[config.mk]
export PLATFORM = sky130hd
export DESIGN_NAME = sat_narrow_unit
export DESIGN_NICKNAME = d
export VERILOG_FILES = /design/src/rtl/sn_pkg.sv /design/src/rtl/sn_lane_clamp.sv /design/src/rtl/sn_lane_row.sv /design/src/rtl/sn_place.sv /design/src/rtl/sat_narrow_unit.sv
export SDC_FILE = /design/constraint.sdc
export NUM_CORES = 1
export LEC_CHECK = 0
export BUFFER_PORTS_ARGS = -buffer_cell sky130_fd_sc_hd__buf_2
export CAP_MARGIN = 0
export CORE_AREA = 2 2 167 169
export DETAILED_ROUTE_END_ITERATION = 7
export DIE_AREA = 0 0 169 171
export PLACE_DENSITY = 0.64
export SYNTH_ARGS = -nofsm -noshare
export SYNTH_HDL_FRONTEND = slang
export SYNTH_SLANG_ARGS = --single-unit
export TNS_END_PERCENT = 20
[constraint.sdc]
create_clock -name clk -period 5.8 [get_ports clk]
set_input_delay 1.16 -clock clk [delete_from_list [all_inputs] [get_ports clk]]
set_output_delay 1.16 -clock clk [all_outputs]
set_load 0.005 [all_outputs]
[src/rtl/sn_pkg.sv]
package sn_pkg;

    localparam int VEC_W    = 128;
    localparam int HALF_W   = VEC_W / 2;
    localparam int STAT_W   = 32;
    localparam int SAT_POS  = 27;
    localparam int N_SIZES  = 3;
    localparam int SIZE_W   = 2;
    localparam int BASE_EW  = 8;

    typedef enum logic [SIZE_W-1:0] {
        SZ_B   = 2'd0,
        SZ_H   = 2'd1,
        SZ_S   = 2'd2,
        SZ_RSV = 2'd3
    } size_code_t;

    // One narrowed row: vector packing and scalar (lane 0 only) view
    typedef struct packed {
        logic [HALF_W-1:0] vec_res;
        logic [HALF_W-1:0] scl_res;
        logic              vec_sat;
        logic              scl_sat;
    } row_res_t;

    function automatic int elem_width(input int size_idx);
        return BASE_EW << size_idx;
    endfunction

    function automatic logic [STAT_W-1:0] sat_mask();
        logic [STAT_W-1:0] m;
        m = '0;
        m[SAT_POS] = 1'b1;
        return m;
    endfunction

endpackage

[src/rtl/sn_lane_clamp.sv]
module sn_lane_clamp #(
    parameter int OUT_W = 8
) (
    input  logic [2*OUT_W-1:0] src,
    input  logic               signed_mode,
    output logic [OUT_W-1:0]   res,
    output logic               sat
);
    logic [OUT_W:0]   top_bits;
    logic             sgn_fit;
    logic             uns_fit;
    logic [OUT_W-1:0] sgn_lim;

    always_comb begin
        top_bits = src[2*OUT_W-1:OUT_W-1];
        sgn_fit  = (top_bits == '0) || (top_bits == '1);
        uns_fit  = (src[2*OUT_W-1:OUT_W] == '0);
        sgn_lim  = {src[2*OUT_W-1], {(OUT_W-1){~src[2*OUT_W-1]}}};
        if (signed_mode) begin
            res = sgn_fit ? src[OUT_W-1:0] : sgn_lim;
            sat = ~sgn_fit;
        end else begin
            res = uns_fit ? src[OUT_W-1:0] : '1;
            sat = ~uns_fit;
        end
    end
endmodule

[src/rtl/sn_lane_row.sv]
module sn_lane_row
    import sn_pkg::*;
#(
    parameter int OUT_W = 8
) (
    input  logic [VEC_W-1:0] src,
    input  logic             signed_mode,
    output row_res_t         row
);
    localparam int LANES = HALF_W / OUT_W;

    logic [HALF_W-1:0] packed_res;
    logic [LANES-1:0]  lane_sat;

    for (genvar e = 0; e < LANES; e++) begin : g_lane
        sn_lane_clamp #(.OUT_W(OUT_W)) u_clamp (
            .src         (src[e*2*OUT_W +: 2*OUT_W]),
            .signed_mode (signed_mode),
            .res         (packed_res[e*OUT_W +: OUT_W]),
            .sat         (lane_sat[e])
        );
    end

    always_comb begin
        row.vec_res = packed_res;
        row.vec_sat = |lane_sat;
        row.scl_res = '0;
        row.scl_res[OUT_W-1:0] = packed_res[OUT_W-1:0];
        row.scl_sat = lane_sat[0];
    end
endmodule

[src/rtl/sn_place.sv]
module sn_place
    import sn_pkg::*;
(
    input  row_res_t         row,
    input  logic             scalar_mode,
    input  logic             upper_half,
    input  logic [VEC_W-1:0] dst_cur,
    output logic [VEC_W-1:0] next_dst,
    output logic             any_sat
);
    logic [VEC_W-1:0] keep_low;
    logic [VEC_W-1:0] res_wide;

    always_comb begin
        keep_low = dst_cur & {{HALF_W{1'b0}}, {HALF_W{1'b1}}};
        res_wide = {{HALF_W{1'b0}}, row.vec_res};
        if (scalar_mode) begin
            next_dst = {{HALF_W{1'b0}}, row.scl_res};
            any_sat  = row.scl_sat;
        end else if (upper_half) begin
            next_dst = (res_wide << HALF_W) | keep_low;
            any_sat  = row.vec_sat;
        end else begin
            next_dst = res_wide;
            any_sat  = row.vec_sat;
        end
    end
endmodule

[src/rtl/sat_narrow_unit.sv]
module sat_narrow_unit
    import sn_pkg::*;
(
    input  logic              clk,
    input  logic              rst,
    input  logic              in_valid,
    input  logic [VEC_W-1:0]  src_vec,
    input  logic [VEC_W-1:0]  dst_cur,
    input  logic [SIZE_W-1:0] size_code,
    input  logic              upper_half,
    input  logic              signed_mode,
    input  logic              scalar_mode,
    output logic [VEC_W-1:0]  dst_out,
    output logic              enc_err,
    output logic [STAT_W-1:0] status_reg
);
    row_res_t          rows [N_SIZES];
    row_res_t          chosen;
    logic [VEC_W-1:0]  next_dst;
    logic              any_sat;
    logic              reserved;

    for (genvar k = 0; k < N_SIZES; k++) begin : g_row
        sn_lane_row #(.OUT_W(elem_width(k))) u_row (
            .src         (src_vec),
            .signed_mode (signed_mode),
            .row         (rows[k])
        );
    end

    always_comb begin
        reserved = (size_code_t'(size_code) == SZ_RSV);
        case (size_code_t'(size_code))
            SZ_B:    chosen = rows[0];
            SZ_H:    chosen = rows[1];
            SZ_S:    chosen = rows[2];
            default: chosen = '0;
        endcase
    end

    sn_place u_place (
        .row         (chosen),
        .scalar_mode (scalar_mode),
        .upper_half  (upper_half),
        .dst_cur     (dst_cur),
        .next_dst    (next_dst),
        .any_sat     (any_sat)
    );

    always_ff @(posedge clk) begin
        if (rst) begin
            dst_out    <= '0;
            enc_err    <= 1'b0;
            status_reg <= '0;
        end else begin
            enc_err <= in_valid && reserved;
            if (in_valid && !reserved) begin
                dst_out <= next_dst;
                if (any_sat) begin
                    status_reg <= status_reg | sat_mask();
                end
            end
        end
    end
endmodule

### Yosys cells after proc, flatten, opt, wreduce, memory -nomap -nowiden

Cells that the tools add are included.

* equality and inequality tests: 17
* multiplexer cells: 60
* bitwise operators: 37
* reductions and logical operators: 50

Operators by type and width (count)
* case mux 130 bit (3 select lines): 1
* 2-to-1 mux 128 bit: 2
* 2-to-1 mux 16 bit: 12
* 2-to-1 mux 32 bit: 6
* 2-to-1 mux 8 bit: 24
* OR 128 x 64 -> 128 bit: 1
* == test 9 bit, second input constant: 8
* zero test 9 bit: 8
* == test 17 bit, second input constant: 4
* zero test 17 bit: 4
* == test 33 bit, second input constant: 2
* zero test 33 bit: 2
* zero test 16 bit: 4
* zero test 32 bit: 2
* zero test 8 bit: 8
* inverter 1 bit: 36
* 2-to-1 mux 1 bit: 15
* logical OR 1 bit: 14
* OR reduction 8 bit: 1
* == test 2 bit, second input constant: 2
* OR reduction 4 bit: 1
* == test 2 x 1 -> 1 bit, second input constant: 1
* logical AND 1 bit: 2
* zero test 2 bit: 1
* 3 further kinds: 3

* flip-flop bits (word level): 130
* bits of input ports: 264
* output and inout bits: 161

### Depth between registers and ports, before layout

Gate-level depths: netlist of run 1.

* depth in word-level cells: 9
* depth in mapped cells: 9

### Hierarchy

From an unflattened synthesis of run 1, not the netlist that was laid out.

* cells, all modules: 1953
* area, all modules: 16128.0 um^2

By module, submodules not included
* sat_narrow_unit: times used 1, cells each 898, area each 8729.6 um^2, sequential area each 2602.5 um^2
* sn_lane_clamp (g_row[0].u_row.g_lane[0].u_clamp ...): times used 8, cells each 36, area each 249.0 um^2, sequential area each 0.0 um^2
* sn_place: times used 1, cells each 286, area each 1844.3 um^2, sequential area each 0.0 um^2
* sn_lane_clamp (g_row[1].u_row.g_lane[0].u_clamp ...): times used 4, cells each 36, area each 274.0 um^2, sequential area each 0.0 um^2
* sn_lane_clamp (g_row[2].u_row.g_lane[0].u_clamp ...): times used 2, cells each 67, area each 480.5 um^2, sequential area each 0.0 um^2
* sn_lane_row (g_row[0].u_row): times used 1, cells each 69, area each 508.0 um^2, sequential area each 0.0 um^2
* sn_lane_row (g_row[1].u_row): times used 1, cells each 67, area each 499.2 um^2, sequential area each 0.0 um^2
* sn_lane_row (g_row[2].u_row): times used 1, cells each 67, area each 498.0 um^2, sequential area each 0.0 um^2

### Least setup slack after synthesis of run 1

Ideal clock, no wire load.

* kind: input port to flip-flop
* start: input port src_vec[59]
* end: register dst_out[10]
* library setup time: 122 ps
* arrival: 3230 ps
* data required time: 5678 ps
* setup slack: 2449 ps
* cell stages on the path: 8
* buffers on the path: 1
* cell sequence: or4_4 nor4_4 a31oi_4 a22o_1 buf_6 a21oi_2 a21oi_1 a221o_1

* cells in the longest elaborated chain, start to end: 7
* elaborated cells on any way between the ends: 10
* those cells by class: 1 x eq/ne; 6 x mux; 3 x reduce/logical

Ends and longest elaborated chain
* start: declaration: RTL line sat_narrow_unit.sv:7 `input logic [VEC_W-1:0] src_vec,`
* == test 33 bit / zero test 33 bit (equally long branches): RTL line sn_lane_clamp.sv:16 `sgn_fit = (top_bits == '0) || (top_bits == '1);`
* logical OR 1 bit: RTL line sn_lane_clamp.sv:16
* 2-to-1 mux 32 bit: RTL line sn_lane_clamp.sv:20 `res = sgn_fit ? src[OUT_W-1:0] : sgn_lim;`
* 2-to-1 mux 32 bit *: RTL line sn_lane_clamp.sv:19 `if (signed_mode) begin`
* case mux 130 bit (3 select lines) *: RTL line sat_narrow_unit.sv:33 `case (size_code_t'(size_code))`
* 2-to-1 mux 128 bit: RTL line sn_place.sv:20 `end else if (upper_half) begin`
* 2-to-1 mux 128 bit *: RTL line sn_place.sv:17 `if (scalar_mode) begin`
* end signal: assignment: RTL line sat_narrow_unit.sv:58 `dst_out <= next_dst;`
* end: declaration: RTL line sat_narrow_unit.sv:13 `output logic [VEC_W-1:0] dst_out,`

Mark *: on every way between the ends. The rest lies on a longest branch, timed or not.
A chain may end at the register's enable or synchronous reset.

### Worst setup path in the final report of run 1

* start: input port src_vec[119]
* end: register dst_out[124]

* cells in the longest elaborated chain, start to end: 8
* elaborated cells on any way between the ends: 23
* those cells by class: 3 x eq/ne; 11 x mux; 1 x bitwise; 8 x reduce/logical

Ends and longest elaborated chain
* == test 33 bit, or another cell as far along: RTL line sn_lane_clamp.sv:16
* logical OR 1 bit: RTL line sn_lane_clamp.sv:16
* 2-to-1 mux 32 bit, or another cell as far along: RTL line sn_lane_clamp.sv:20
* 2-to-1 mux 32 bit, or another cell as far along: RTL line sn_lane_clamp.sv:19
* case mux 130 bit (3 select lines) *: RTL line sat_narrow_unit.sv:33
* OR 128 x 64 -> 128 bit *: RTL line sn_place.sv:21 `next_dst = (res_wide << HALF_W) | keep_low;`
* 2-to-1 mux 128 bit *: RTL line sn_place.sv:20
* 2-to-1 mux 128 bit *: RTL line sn_place.sv:17

Marked as above.

==> results.json, run 1 <==
{
  "status": "finished, final reports clean",
  "dp_cells": 1726,
  "worst_setup_path_start_kind": "input port",
  "r2r-end": "status_reg[27]$_SDFFE_PP0P_",
  "synth.distinct_cells": 74,
  "final_max_slew_viol_count": 0,
  "grt_pass1_vias": 9405,
  "clk_pin_slew_ps": 60,
  "avgSynthCellArea_um2": 7.44,
  "cp.depth": 7,
  "p_sw_share_pct": 31.5,
  "die_h_um": 171,
  "rsz0062_at_grt": "no",
  "regToRegStartpoint": "status_reg[27]$_SDFFE_PP0P_",
  "gp_congestion": 0.973,
  "drive_gt1_share_pct": 29.0,
  "crit_chain": "buf_2 > nor4_1 > nand4_1 > o41ai_1 > a21oi_1 > a2111oi_0 > o21ai_0",
  "synth_area_leaders": "dfxtp_1 (31%), o21ai_0 (8.4%), a21oi_1 (6.5%)",
  "p_seq_share_pct": 35.7,
  "crit_path_start": "src_vec[119]",
  "yosys_warnings": 0,
  "coreArea_um2": 27300,
  "worst_slew_pin_slew_ps": 1100,
  "crit_buf_inv": 1,
  "ys_ff_latch": 130,
  "initial_core_util_pct": 30.3,
  "synth-edff-count": 0,
  "holdBufCountCts": 0,
  "synth_top_area_cell": "dfxtp_1",
  "wire_per_inst_um": 21.6,
  "cts_made_buffers": 17,
  "slowest_stage": "a2111oi_0",
  "wirelength_mm": 38.1,
  "min_path_type": "reg -> reg",
  "grt_pass1_wl_mm": 56.4,
  "final_antenna_net_count": 0,
  "period_share_pct": 70.9,
  "combPwrFrac_pct": 20.3,
  "cts_tree": "built",
  "grt_max_degree": 61,
  "relSlewSlack_pct": 24.8,
  "first_pass_iters": 5,
  "cts-root-buf": "clkbuf_16",
  "synth-seq-area-share_pct": 31.4,
  "final_nets": 1663,
  "reg2reg_depth": 3,
  "clkSinkCount": 130,
  "synthFlopType": "dfxtp_1",
  "cts_buffer_depth": 2,
  "io_buffers": 329,
  "clock.fmax_mhz": 243,
  "crit_family": "compound AO/OA/AOI/OAI gates",
  "cp_data_arrival_time_ps": 4360,
  "maxCapViolCount": 0,
  "largest_reg_flops": 128,
  "antenna_found_initial": 4,
  "via_per_inst": 5.84,
  "num_rows": 61,
  "grt_usage_pct": 25.2,
  "yosysTopAreaCellShare_pct": 31.4,
  "finalWorstPathRequiredPeriod_ps": 4110,
  "layout_commonest_cell": "buf_2",
  "die_w_um": 169,
  "drtIter0Drc": 981,
  "crit_fanout": 9,
  "dieArea_um2": 28900,
  "drc_errors": 0,
  "critPathRequiredTime_ps": 6050,
  "crit_type": "in -> reg",
  "syn_inst": 1114,
  "p_int_mw": 1.84,
  "clkPwrFrac_pct": 44.0,
  "io_pins": 425,
  "power.density_nw_per_um2": 250,
  "ir_worst_vdd_uv": 157,
  "crit_path_max_incr_delay_ps": 1040,
  "grt-ovfl-total": 0,
  "post_cts_buffers": 0,
  "p_leak_nw": 4.72,
  "post_layout_nonfiller_instances": 1763,
  "net-switching-power_uw": 845,
  "most-common-layout-cells": "buf_2 (329), o21ai_0 (139), dfxtp_1 (130)",
  "setup_tns_ps": 0,
  "synth_area_um2": 8290,
  "endpoint": "dst_out[124]$_SDFFE_PP0P_",
  "skew_ps": 0,
  "async_flop_share_pct": 0,
  "htreeDepth": 4,
  "worstSetupEndpointType": "flop",
  "setup_violations": 0,
  "ctsResizeCount": 0,
  "place_hpwl_mm": 28.9,
  "r2r_slack_ps": 4820,
  "vias": 10300,
  "area_growth_pct": 29.8,
  "hold_violations": 0,
  "insertion_delay_ps": 410
}
-- cells in the mapped netlist, types with 22 or more instances --
master,instances
buf_4,31
nor2_1,73
o22ai_1,22
nand4_1,33
and3_1,32
nand2_1,97
o21a_1,25
nor3_1,44
clkbuf_1,74
o21ai_0,139
dfxtp_1,130
a21oi_1,108
-- how the worst min path moves through the flow --
| stage | endpoint | slack [ps] | startpoint | cells after the start |
|---|---|---|---|---|
| detailed placement | dst_out[79]$_SDFFE_PP0P_ | 430 | dst_out[79]$_SDFFE_PP0P_ | 2 |
| CTS | dst_out[79]$_SDFFE_PP0P_ | 440 | dst_out[79]$_SDFFE_PP0P_ | 2 |
| global placement | dst_out[79]$_SDFFE_PP0P_ | 430 | dst_out[79]$_SDFFE_PP0P_ | 2 |
| global route | dst_out[79]$_SDFFE_PP0P_ | 460 | dst_out[79]$_SDFFE_PP0P_ | 2 |
| finish | dst_out[94]$_SDFFE_PP0P_ | 450 | dst_out[94]$_SDFFE_PP0P_ | 2 |
| floorplan | dst_out[79]$_SDFFE_PP0P_ | 430 | dst_out[79]$_SDFFE_PP0P_ | 2 |
-- power by group through the flow --
stage,clock (mW),combinational [mW],sequential [mW]
after global routing,1.23,0.592,0.962
after global placement,0,0.527,0.977
after floorplan,0,0.286,0.981
after detailed placement,0,0.533,0.979
final,1.18,0.545,0.959
after CTS,1.19,0.535,0.959
-- final cells by class --
class	instances	area, um2
antenna	5	12.5
clock inverter	14	188
inverter	14	52.6
tap	346	433
timing repair buffer	348	1800
sequential	130	2600
multi-input combinational	888	5230
fill	2906	16600
clock buffer	18	439
-- through the flow --
| step | hold slack (ps) | util (%) | cell area, um2 | worst slack [ps] | power [mW] |
|---|---|---|---|---|---|
| finish | 449 | 39.4 | 10800 | 1690 | 2.69 |
| global placement | 427 | 37.0 | 10100 | 1500 | 1.50 |
| global route | 456 | 39.4 | 10800 | 1570 | 2.79 |
| detailed placement | 431 | 37.0 | 10100 | 1400 | 1.51 |
| CTS | 439 | 39.3 | 10700 | 1840 | 2.69 |
| floorplan | 435 | - | 8400 | 2450 | 1.27 |
-- tightest hold or removal path, delay by kind of cell, from the launching register on --
kind,cells,cell delay [ps]
DFF,1,310
AOI/OAI and AO/OA,1,50
and+or+nand+nor,1,50
-- per-layer routing --
layer / GRT usage, % / wire length, um
met5: 0 / 0
met4: 7.36 / 888
met3: 4.26 / 3380
met2: 41.0 / 17300
met1: 34.3 / 16500
-- cells by family after synthesis --
kind of cell	Yosys count	share of synthesized area (%)
other cells	1	0.0452
mux	3	0.407
simple gates	377	23.1
flops	130	31.4
buf+inv	126	7.21
compound gates	477	37.9
No activity file was read; power rests on OpenSTA's default activity.
==> inputs of run 2 (changes only) <==
==> constraint.sdc (replaced) <==
create_clock -name clk -period 3.87 [get_ports clk]
set_input_delay 0.774 -clock clk [delete_from_list [all_inputs] [get_ports clk]]
set_output_delay 0.774 -clock clk [all_outputs]
set_load 0.005 [all_outputs]
==> run 2 against run 1 <==
Sequential share of layout area is 0.37 points lower. Critical path type unchanged. Worst hold slack worse by 3.7 ps. Utilization is 0.61 points higher. Clock power is 36% higher. Clock skew stayed put. Count of clock-buffer cells in the layout is 1 higher. Worst setup slack worse by 1200 ps. Sequential cell count stayed put. Register-to-register slack worse by 2000 ps. Sequential power is 50% higher. First-iteration DRC count is 5.4% higher. Highest routed layer is now met5. Critical endpoint is now dst_out[99]$_SDFFE_PP0P_. Combinational power is 54% higher.
==> results.json, run 2 (synthesis gave the netlist of run 1 again) <==
{
  "htreeDepth": 4,
  "min_path_type": "reg -> reg",
  "net-switching-power_mw": 1.24,
  "crit_fanout": 9,
  "cts_buffer_depth": 2,
  "most-common-layout-cells": "buf_2 (329), o21ai_0 (139), dfxtp_1 (130)",
  "p_leak_nw": 4.83,
  "cts_made_buffers": 17,
  "io_pins": 425,
  "layout_commonest_cell": "buf_2",
  "p_total_mw": 3.87,
  "finalWorstPathRequiredPeriod_ps": 3370,
  "met3_usage_pct": 5.90,
  "worst_setup_path_start_kind": "input port",
  "vias": 10300,
  "setup_violations": 0,
  "top_usage_layer": "met2",
  "setup_tns_ps": 0,
  "r2r-end": "status_reg[27]$_SDFFE_PP0P_",
  "num_rows": 61,
  "clock.fmax_mhz": 296,
  "fill_cells": 2848,
  "crit_path_start": "src_vec[107]",
  "clk_pin_slew_ps": 60,
  "grt_pass1_vias": 9468,
  "post_layout_nonfiller_instances": 1795,
  "final_nets": 1692,
  "cp_data_arrival_time_ps": 3670,
  "grt_usage_pct": 25.1,
  "worst_slew_pin_slew_ps": 1130,
  "drc_errors": 0,
  "status": "finished, final reports clean",
  "worstSetupEndpointType": "flop",
  "die_h_um": 171,
  "grt_pass1_wl_mm": 55.8,
  "initial_core_util_pct": 30.3,
  "period_share_pct": 87.2,
  "drive_gt1_share_pct": 30.4,
  "endpoint": "dst_out[99]$_SDFFE_PP0P_",
  "coreArea_um2": 27300,
  "wirelength_mm": 37.8,
  "clkSinkCount": 130,
  "area_growth_pct": 31.8,
  "regToRegStartpoint": "status_reg[27]$_SDFFE_PP0P_",
  "reg2reg_depth": 3,
  "clkPwrFrac_pct": 41.2,
  "p_sw_share_pct": 31.9,
  "min_path_cells": 2,
  "hold_violations": 0,
  "die_w_um": 169,
  "grt-ovfl-total": 0,
  "antenna_found_initial": 9,
  "min-delay-start": "dst_out[79]$_SDFFE_PP0P_",
  "relSlewSlack_pct": 24.4,
  "post_cts_buffers": 0,
  "combPwrFrac_pct": 21.6,
  "insertion_delay_ps": 420,
  "met1_usage_pct": 33.5,
  "gp_congestion": 0.978,
  "via_per_inst": 5.75,
  "ir_worst_vdd_uv": 229,
  "r2r_slack_ps": 2840,
  "p_seq_share_pct": 37.1,
  "largest_reg_flops": 128,
  "holdBufCountCts": 0,
  "power.density_nw_per_um2": 354,
  "drtIter0Drc": 1034,
  "ctsResizeCount": 0,
  "grt_util_met2_pct": 40.3,
  "io_buffers": 329,
  "dp_cells": 1755,
  "wire_per_inst_um": 21.1,
  "grt_max_degree": 54,
  "p_int_mw": 2.64,
  "final_max_slew_viol_count": 0,
  "cts-root-buf": "clkbuf_16",
  "place_hpwl_mm": 29.2,
  "skew_ps": 0,
  "cts_tree": "built",
  "maxCapViolCount": 0,
  "dieArea_um2": 28900,
  "final_antenna_net_count": 0,
  "critPathRequiredTime_ps": 4170,
  "crit_type": "in -> reg",
  "first_pass_iters": 5,
  "rsz0062_at_grt": "no",
  "final_util_pct": 40.0
}
[run 2: cell count changes in the layout (fill, tap and decap cells not counted), moves of 2 or more]
cell / change
diode_2: +3
bufinv_16: -2
inv_6: -3
buf_4: +29
clkinvlp_4: +3
[run 2: worst min path at each step]
stage / endpoint / slack, ps
CTS: dst_out[79]$_SDFFE_PP0P_ / 440
finish: dst_out[79]$_SDFFE_PP0P_ / 450
floorplan: dst_out[79]$_SDFFE_PP0P_ / 430
global placement: dst_out[79]$_SDFFE_PP0P_ / 430
global route: dst_out[79]$_SDFFE_PP0P_ / 460
detailed placement: dst_out[79]$_SDFFE_PP0P_ / 430
[run 2: critical path, cell delays in order]
cell and delay [ps]:
buf_2 110, nor4_1 500, nand4_1 290, o41ai_1 440, buf_4 190, a21oi_1 220
a311oi_1 560, buf_4 220, nor2_1 80, a221o_1 290
[run 2: power by group through the flow]
stage / Sequential [mW] / Combinational [mW] / Clock [mW]
floorplan: 1.47 / 0.429 / 0
CTS: 1.44 / 0.826 / 1.62
finish: 1.44 / 0.838 / 1.60
global placement: 1.47 / 0.814 / 0
global route: 1.44 / 0.912 / 1.67
detailed placement: 1.47 / 0.823 / 0
[run 2: layout make-up]
| class | instances | area [um2] | share of cell area, % |
|---|---|---|---|
| multi-input cells | 888 | 5230 | 47.9 |
| flip-flops and latches | 130 | 2600 | 23.8 |
| inverters | 14 | 52.6 | 0.481 |
| diodes | 8 | 20.0 | 0.183 |
| repair buffers | 377 | 2020 | 18.5 |
| clock inverters | 13 | 126 | 1.16 |
| well taps | 346 | 433 | 3.96 |
| clock buffers | 19 | 443 | 4.05 |
[run 2: metrics by stage]
stage,hold slack (ps),cell area [um2],setup WS (ps)
4_1_cts,442,10900,574
3_5_place_dp,433,10300,136
3_3_place_gp,427,10300,189
6_report,445,10900,497
2_1_floorplan,435,8400,905
5_1_grt,456,10900,292
[run 2: layer usage]
layer	part of all wire, %	vias to the layer above
met1	44	4890
met4	2.3	2
met3	8.5	55
met5	0.034	-
met2	45	523
li1	-	4848
